### src/rtl/prune_acs_pkg.sv
package prune_acs_pkg;
  localparam int NS  = 4;
  localparam int SW  = 2;
  localparam int BMW = 2;

  // encoder output for state s and input bit m
  function automatic logic [1:0] branch_sym(input logic [SW-1:0] s, input logic m);
    return {m ^ s[1] ^ s[0], m ^ s[0]};
  endfunction

  function automatic logic [BMW-1:0] ham2(input logic [1:0] a, input logic [1:0] b);
    logic [1:0] x;
    x = a ^ b;
    return BMW'(x[0]) + BMW'(x[1]);
  endfunction
endpackage

### src/rtl/prune_acs_bmu.sv
module prune_acs_bmu
  import prune_acs_pkg::*;
(
  input  logic [1:0]                   sym_i,
  output logic [NS-1:0][1:0][BMW-1:0]  bm_o
);
  for (genvar n = 0; n < NS; n++) begin : g_state
    for (genvar j = 0; j < 2; j++) begin : g_pred
      localparam logic [SW-1:0] PRED = SW'((j << 1) | (n >> 1));
      localparam logic          MBIT = 1'(n & 1);
      assign bm_o[n][j] = ham2(sym_i, branch_sym(PRED, MBIT));
    end
  end
endmodule

### src/rtl/prune_acs_node.sv
module prune_acs_node
  import prune_acs_pkg::*;
#(
  parameter int MW = 8
) (
  input  logic [MW-1:0]  pm_a_i,
  input  logic [MW-1:0]  pm_b_i,
  input  logic           live_a_i,
  input  logic           live_b_i,
  input  logic [BMW-1:0] bm_a_i,
  input  logic [BMW-1:0] bm_b_i,
  output logic [MW-1:0]  sum_o,
  output logic           live_o,
  output logic           dec_o
);
  localparam logic [MW-1:0] MAXV = '1;

  logic [MW:0]   ext_a, ext_b;
  logic [MW-1:0] sat_a, sat_b;

  assign ext_a = {1'b0, pm_a_i} + (MW+1)'(bm_a_i);
  assign ext_b = {1'b0, pm_b_i} + (MW+1)'(bm_b_i);
  assign sat_a = ext_a[MW] ? MAXV : ext_a[MW-1:0];
  assign sat_b = ext_b[MW] ? MAXV : ext_b[MW-1:0];

  always_comb begin
    live_o = live_a_i | live_b_i;
    dec_o  = 1'b0;
    sum_o  = MAXV;
    if (live_a_i && (!live_b_i || sat_a <= sat_b)) begin
      sum_o = sat_a;
    end else if (live_b_i) begin
      sum_o = sat_b;
      dec_o = 1'b1;
    end
  end
endmodule

### src/rtl/prune_acs_select.sv
module prune_acs_select
  import prune_acs_pkg::*;
#(
  parameter int MW = 8,
  parameter int TW = 4
) (
  input  logic [NS-1:0][MW-1:0] sum_i,
  input  logic [NS-1:0]         live_i,
  input  logic [TW-1:0]         thresh_i,
  output logic [NS-1:0]         keep_o,
  output logic [NS-1:0][MW-1:0] next_pm_o,
  output logic [MW-1:0]         min_o,
  output logic [SW-1:0]         best_o
);
  localparam logic [MW-1:0] MAXV = '1;

  logic found;

  always_comb begin
    min_o  = MAXV;
    best_o = '0;
    found  = 1'b0;
    for (int i = 0; i < NS; i++) begin
      if (live_i[i] && (!found || sum_i[i] < min_o)) begin
        min_o  = sum_i[i];
        best_o = SW'(i);
        found  = 1'b1;
      end
    end
  end

  // bound is previous minimum (normalized to 0) plus threshold
  for (genvar i = 0; i < NS; i++) begin : g_keep
    assign keep_o[i] = live_i[i] &&
                       ((sum_i[i] < MW'(thresh_i)) || (best_o == SW'(i)));
    assign next_pm_o[i] = keep_o[i] ? (sum_i[i] - min_o) : MAXV;
  end
endmodule

### src/rtl/prune_acs.sv
module prune_acs
  import prune_acs_pkg::*;
#(
  parameter int MW = 8,
  parameter int TW = 4
) (
  input  logic            clk_i,
  input  logic            rst_ni,
  input  logic            sym_valid_i,
  input  logic [1:0]      sym_i,
  input  logic [TW-1:0]   thresh_i,
  output logic [NS-1:0]   dec_o,
  output logic [NS-1:0]   alive_o,
  output logic [MW-1:0]   min_metric_o,
  output logic [SW-1:0]   best_state_o,
  output logic            out_valid_o
);
  localparam logic [MW-1:0] MAXV = '1;

  logic [NS-1:0][MW-1:0]        pm_q;
  logic [NS-1:0]                alive_q;
  logic [NS-1:0][1:0][BMW-1:0]  bm;
  logic [NS-1:0][MW-1:0]        sum, next_pm;
  logic [NS-1:0]                live, dec, keep;
  logic [MW-1:0]                stage_min;
  logic [SW-1:0]                stage_best;

  prune_acs_bmu u_bmu (
    .sym_i (sym_i),
    .bm_o  (bm)
  );

  for (genvar n = 0; n < NS; n++) begin : g_acs
    localparam int PA = n >> 1;
    localparam int PB = 2 | (n >> 1);
    prune_acs_node #(.MW(MW)) u_node (
      .pm_a_i   (pm_q[PA]),
      .pm_b_i   (pm_q[PB]),
      .live_a_i (alive_q[PA]),
      .live_b_i (alive_q[PB]),
      .bm_a_i   (bm[n][0]),
      .bm_b_i   (bm[n][1]),
      .sum_o    (sum[n]),
      .live_o   (live[n]),
      .dec_o    (dec[n])
    );
  end

  prune_acs_select #(.MW(MW), .TW(TW)) u_sel (
    .sum_i     (sum),
    .live_i    (live),
    .thresh_i  (thresh_i),
    .keep_o    (keep),
    .next_pm_o (next_pm),
    .min_o     (stage_min),
    .best_o    (stage_best)
  );

  always_ff @(posedge clk_i or negedge rst_ni) begin
    if (!rst_ni) begin
      for (int i = 0; i < NS; i++) pm_q[i] <= (i == 0) ? '0 : MAXV;
      alive_q      <= NS'(1);
      dec_o        <= '0;
      min_metric_o <= '0;
      best_state_o <= '0;
      out_valid_o  <= 1'b0;
    end else begin
      out_valid_o <= sym_valid_i;
      if (sym_valid_i) begin
        pm_q         <= next_pm;
        alive_q      <= keep;
        dec_o        <= dec & keep;
        min_metric_o <= stage_min;
        best_state_o <= stage_best;
      end
    end
  end

  assign alive_o = alive_q;
endmodule

### config.mk
export PLATFORM = sky130hd
export DESIGN_NAME = prune_acs
export DESIGN_NICKNAME = d
export VERILOG_FILES = /design/src/rtl/prune_acs_pkg.sv /design/src/rtl/prune_acs_bmu.sv /design/src/rtl/prune_acs_node.sv /design/src/rtl/prune_acs_select.sv /design/src/rtl/prune_acs.sv
export SDC_FILE = /design/constraint.sdc
export NUM_CORES = 1
export LEC_CHECK = 0
export CORE_ASPECT_RATIO = 0.5
export CORE_UTILIZATION = 64
export CTS_BUF_LIST = sky130_fd_sc_hd__clkbuf_4
export DETAILED_ROUTE_END_ITERATION = 16
export HOLD_SLACK_MARGIN = 0.08
export PLACE_DENSITY = 0.83
export SLEW_MARGIN = 40
export SYNTH_ARGS = -nofsm -noshare
export SYNTH_HDL_FRONTEND = slang
export SYNTH_SLANG_ARGS = --single-unit
export TNS_END_PERCENT = 20
### constraint.sdc
create_clock -name clk_i -period 13.8 [get_ports clk_i]
set_clock_uncertainty 0.1 [all_clocks]
set_input_delay 1.38 -clock clk_i [delete_from_list [all_inputs] [get_ports clk_i]]
set_output_delay 1.38 -clock clk_i [all_outputs]
set_load 0.005 [all_outputs]
**Word level (Yosys, flattened, before mapping)**

Index checks and enable logic that the tools add are counted.

- Register bits after elaboration: 51
- Latch bits: 0
- Memory bits (writable): 0
- Bits in read-only memories: 0
- Output and inout bits: 19
- Word-level logic and storage cells: 109
- Memories kept: 0

- Add/sub/neg operators: 16
- $mul: 0
- Divide/modulo/power cells: 0
- Order comparisons: 11
- Equal/unequal tests: 3
- Shift operators: 0
- Mux-type cells: 36
- Bitwise operators: 6
- Reduce and logical (&&, ||, !) cells: 28

Operators by type and width:

| kind | number |
|---|---|
| two-way mux 8 bit | 24 |
| adder 8 x 2 -> 9 bit | 8 |
| <= comparator 8 bit | 4 |
| less-than comparator 8 x 4 -> 1 bit | 4 |
| subtractor 8 bit | 4 |
| less-than comparator 8 bit | 3 |
| logical AND 1 bit | 11 |
| logical OR 1 bit | 11 |
| two-way mux 1 bit | 10 |
| adder 1 x 1 -> 2 bit | 4 |
| logical NOT 1 bit | 5 |
| bitwise AND 4 bit | 1 |
| == test 2 bit, second input constant | 2 |
| two-way mux 2 bit | 2 |
| == test 2 x 1 -> 1 bit, second input constant | 1 |
| logical NOT 2 bit | 1 |
| inverter 1 bit | 2 |
| inverter 2 bit | 1 |
| bitwise OR 1 bit | 2 |

**Longest topological paths before layout**

- Depth after elaboration: 25
- Mapped depth: 60

**Modules after synthesis**

From an unflattened synthesis, not the netlist that was laid out.

- Cell total of the unflattened synthesis: 934
- Area, all modules: 8060.2 um^2

Modules (own cells, without submodules):

| module | instances | cells an instance | area an instance (um^2) | seq. area each (um^2) |
|---|---|---|---|---|
| prune_acs_select | 1 | 353 | 2557.5 | 0.0 |
| prune_acs_node (g_acs[1].u_node ...) | 3 | 112 | 809.5 | 0.0 |
| prune_acs | 1 | 115 | 2140.8 | 1307.5 |
| prune_acs_node (g_acs[0].u_node) | 1 | 113 | 797.0 | 0.0 |
| prune_acs_bmu | 1 | 17 | 136.4 | 0.0 |

**Worst setup path after synthesis**

No wires, ideal clock.

- Path kind: input-to-reg
- From: in sym_i[1]
- To: reg pm_q[15] (netlist name)
- Setup time: 0.061 ns
- Data arrival time: 11.392 ns
- Path slack: 2.248 ns
- Stages: 55
- Buffers on the path: 4
- Path through: inv_1 ha_1 ha_1 a21oi_1 nor3b_1 nand3_1 mux2_2 ha_1 and4_1 nand3b_1 a21oi_1 a211o_1 clkbuf_1 nor2_1 a31o_2 inv_1 ha_1 a21o_1 [... 19 more ...] a211oi_1 o211a_1 o2111ai_1 and2_1 buf_4 buf_2 mux2_2 ha_1 nor2b_1 o21ai_0 nand2b_1 a21o_1 a21o_1 a21o_1 a21oi_1 xnor2_1 xnor2_1 o22a_1

- Cells in the longest elaborated chain, start to end: 25
- Elaborated cells on any way between the ends: 68
- Those cells by class: 13 x add/sub; 8 x order compare; 1 x eq/ne; 26 x mux; 2 x bitwise; 18 x reduce/logical

RTL lines:

| what | RTL line | RTL |
|---|---|---|
| start: declaration | prune_acs.sv:10 | `input logic [1:0] sym_i,` |
| parallel branches: the longest is 24 deep, another holds adder 8 x 2 -> 9 bit | -- |  |
| two-way mux 8 bit (*) | prune_acs_select.sv:36 | `assign next_pm_o[i] = keep_o[i] ? (sum_i[i] - min_o) : MAXV;` |
| end signal: assignment | prune_acs.sv:70 | `pm_q <= next_pm;` |
| end: declaration | prune_acs.sv:20 | `logic [NS-1:0][MW-1:0] pm_q;` |

Every way passes the cells marked *.
A chain may end at the register's enable or synchronous reset.

**Worst setup path in the final report**

- From: in sym_i[0]
- To: reg pm_q[15] (netlist name)

- Cells in the longest elaborated chain, start to end: 24
- Elaborated cells on any way between the ends: 68
- Those cells by class: 13 x add/sub; 8 x order compare; 1 x eq/ne; 26 x mux; 2 x bitwise; 18 x reduce/logical

RTL lines:

| what | RTL line |
|---|---|
| parallel branches: the longest is 23 deep, another holds adder 8 x 2 -> 9 bit | -- |
| two-way mux 8 bit (*) | prune_acs_select.sv:36 |

Marks and branches as above.

==> summary.txt <==
Run status
  – Outcome: completed

Finish
  – Layout area overhead: 5.77%
  – Final Instance Area: 7230 um2
  – Final design utilization: 0.703
  – FILL cells: 871
  – Final Net Count: 970
  – # diodes: 0
  – Share of post-route cells with drive strength above 1: 0.0933

CTS
  – Num CTS Buffers: 5
  – Clock Latency Late Sink: 410 ps
  – CTS tree: done
  – Clk root buf: clkbuf_4
  – CTS clk-pin slew, worst paths: 160 ps
  – Clk sinks: 51
  – CTS H-tree depth: 2
  – Max clock buf depth: 2
  – Hold-fix buffers at CTS: 0

Synthesis
  – Yosys top cell area share: 0.200
  – Netlist cell types: 66
  – Register area share after synthesis: 0.191
  – Synth top cells by count: ha_1, a21oi_1, nor2_1
  – Post-synth EDFFs: 0
  – Yosys warning count: 0
  – #FFs+latches synth: 51
  – Cell with the most instances after synthesis: ha_1
  – Syn nets: between 900 and 1k
  – Async SR Flop Fraction: 1.00
  – Syn Inst Count: 840
  – Ys flop type: dfrtp_1
  – Top cells by area, synth: ha_1, dfstp_2, dfrtp_1
  – Synth area leader: ha_1
  – Post-synthesis cell area: roughly 6800 um2
  – Post-synthesis average cell area: about 8 um2

STA
  – Fin Setup TNS: 0 ps
  – Setup violators final: 0
  – Worst-Margin Slew: ~740 ps
  – Post-layout min period: 13,100 ps
  – Min Hold Slack: 440 ps
  – Slew margin rel.: 0.491
  – Final Hold Vio Count: 0
  – Pins Over Slew Limit: 0
  – Period utilization: 0.949
  – Max Freq: 0.0763 GHz

Power and ir drop
  – Comb pwr share: 0.780
  – Clk pwr share: 0.061
  – Max VDD drop: 0.0757 mV
  – Switching part of the total: 0.494
  – Internal: 0.000607 W
  – Power per cell area: approximately 170 nW/um2
  – Reg power frac: 0.160
  – Sw power: 0.000593 W
  – Lkg Pwr: 3.20 nW

GRT
  – Pin count of the biggest net entering global routing: 60
  – GRT Total Usage: 0.367
  – Global-route wire length before repair: 30.8 mm
  – Vias in the first global route: roughly 5.7k
  – Total grt overflow: 0
  – Initial antenna violation count: 0

Hold path
  – Hold WC Path Type: reg -> reg
  – Hold Crit Depth: 1

Route
  – Remaining antenna violation count: 0
  – Residual DRC: 0
  – Vias/cell: 6.46
  – DR WL/cell: 19.9 um
  – Initial DRC Count: 565
  – DRT Wirelength: 19.6 mm
  – Drt pass-1 iters: 5
  – DR vias: around 6.4k

Setup path
  – Crit start category: input pin
  – Crit-path most repeated cell: a21o_1
  – CP max-delay cell: clkdlybuf4s50_1
  – CP arrival: between 10,000 and 15,000 ps
  – Crit path max fanout: 15
  – R2r worst-path depth: 46
  – Crit end category: flop
  – WS Path Type: in -> reg
  – CP Data Required Time: 14,060 ps
  – CP max stage delay: 580 ps

Floorplanning
  – Die ar.: ~11,000 um2
  – Die width: 148 um
  – Core ar.: 10,300 um2
  – Rows: 26
  – Die height: between 70 and 80 um
  – Top Ports: 28
  – Initial Util: 0.665

Placement
  – HPWL Detailed: 15.8 mm
  – Buffers on Ports: 27
  – Placer Congestion: 1.00
  – Placement Cell Area: a little over 7000 um2

Run
  – Max Cap Viol: 0
stage by stage:
step / worst slack, ps / power [W] / std cells
6_report: 699 / 0.00120 / 987
2_1_floorplan: 2250 / 0.000888 / 840
4_1_cts: 682 / 0.00117 / 983
3_3_place_gp: 776 / 0.00107 / 975
5_1_grt: -21.3 / 0.00130 / 987
3_5_place_dp: 274 / 0.00109 / 975
registers in the layout, indices dropped and copies added, names as in the netlist:
register	flops
best_state_o	2
min_metric_o	8
out_valid_o	1
pm_q	32
alive_o	4
dec_o	4
kinds of logic (layout without fill, tap and decap cells):
| family | after synthesis | after routing | synth area share |
|---|---|---|---|
| compound gates | 257 | 257 | 0.246 |
| simple gates | 233 | 233 | 0.168 |
| fa+ha+maj | 115 | 115 | 0.217 |
| buf+inv | 102 | 109 | 0.0613 |
| flops | 51 | 51 | 0.191 |
| xor+xnor | 48 | 48 | 0.0615 |
| mux | 34 | 34 | 0.0542 |
worst max-delay path, delay by kind of cell:
kind	cells	cell delay, ps
AOI/OAI and AO/OA	24	4970
xor gates and xnor gates	2	340
adders and majority gates	7	2170
buffers and inverters	3	800
muxes	5	1840
and+or+nand+nor	10	1850
area by class of cell:
type / count / area (um2) / area share
multi-input cells: 687 / 5110 / 0.708
flip-flops and latches: 51 / 1310 / 0.181
repair buffers: 38 / 343 / 0.0474
inverters: 63 / 236 / 0.0327
well taps: 140 / 175 / 0.0242
clock buffers: 5 / 37.5 / 0.00519
clock inverters: 3 / 15.0 / 0.00208
routing by layer:
metal,track usage,up-vias,part of all wire
li1,-,3056,-
met1,0.533,3026,0.48
met2,0.570,264,0.42
met3,0.0588,28,0.088
met4,0.0939,0,0.017
met5,0,-,0
final timing paths:
path,startpoint,slack [ps],end
setup / recovery,sym_i[0],700,pm_q[15]
hold / removal,min_metric_o[7],440,min_metric_o[7]
setup reg to reg,pm_q[20],2280,pm_q[15]
hold reg to reg,min_metric_o[7],440,min_metric_o[7]
max in group asynchronous,rst_ni,12160,pm_q[2]
min in group asynchronous,rst_ni,940,alive_o[2]
power groups by stage:
stage | clock [W] | combinational, W | sequential [W]
final | 0.0000728 | 0.000936 | 0.000192
after global placement | 0 | 0.000880 | 0.000192
after global routing | 0.0000772 | 0.00103 | 0.000194
after CTS | 0.0000724 | 0.000907 | 0.000191
after detailed placement | 0 | 0.000900 | 0.000193
after floorplan | 0 | 0.000703 | 0.000185
cell usage in the layout, fill, tap and decap left out, types with 4 or more instances in the layout:
| cell type | synthesis | layout |
|---|---|---|
| a211oi_1 | 6 | 6 |
| a21o_1 | 30 | 30 |
| a21oi_1 | 78 | 78 |
| a31o_2 | 4 | 4 |
| a31oi_1 | 22 | 22 |
| and3_1 | 7 | 7 |
| and4_1 | 5 | 5 |
| buf_4 | 6 | 11 |
| clkbuf_4 | 0 | 5 |
| clkdlybuf4s50_1 | 0 | 25 |
| dfrtp_1 | 26 | 26 |
| dfstp_2 | 25 | 25 |
| fa_1 | 6 | 6 |
| ha_1 | 109 | 109 |
| inv_1 | 63 | 63 |
| mux2_2 | 14 | 14 |
| mux2i_1 | 17 | 17 |
| nand2_1 | 55 | 55 |
| nand2b_1 | 10 | 10 |
| nand3_1 | 28 | 28 |
| nand3b_1 | 5 | 5 |
| nand4_1 | 13 | 13 |
| nor2_1 | 64 | 64 |
| nor2b_1 | 20 | 20 |
| nor3_1 | 7 | 7 |
| o211ai_1 | 5 | 5 |
| o21a_1 | 10 | 9 |
| o21ai_0 | 39 | 38 |
| o22a_1 | 31 | 31 |
| or2_2 | 4 | 4 |
| xnor2_1 | 23 | 23 |
| xor2_1 | 25 | 25 |
repair_timing:
item	4_1_cts	5_1_grt
setup endpoints to repair	0	4
gates resized for setup	0	2
setup buffers	0	4
Power figures use the tool's default switching activity.
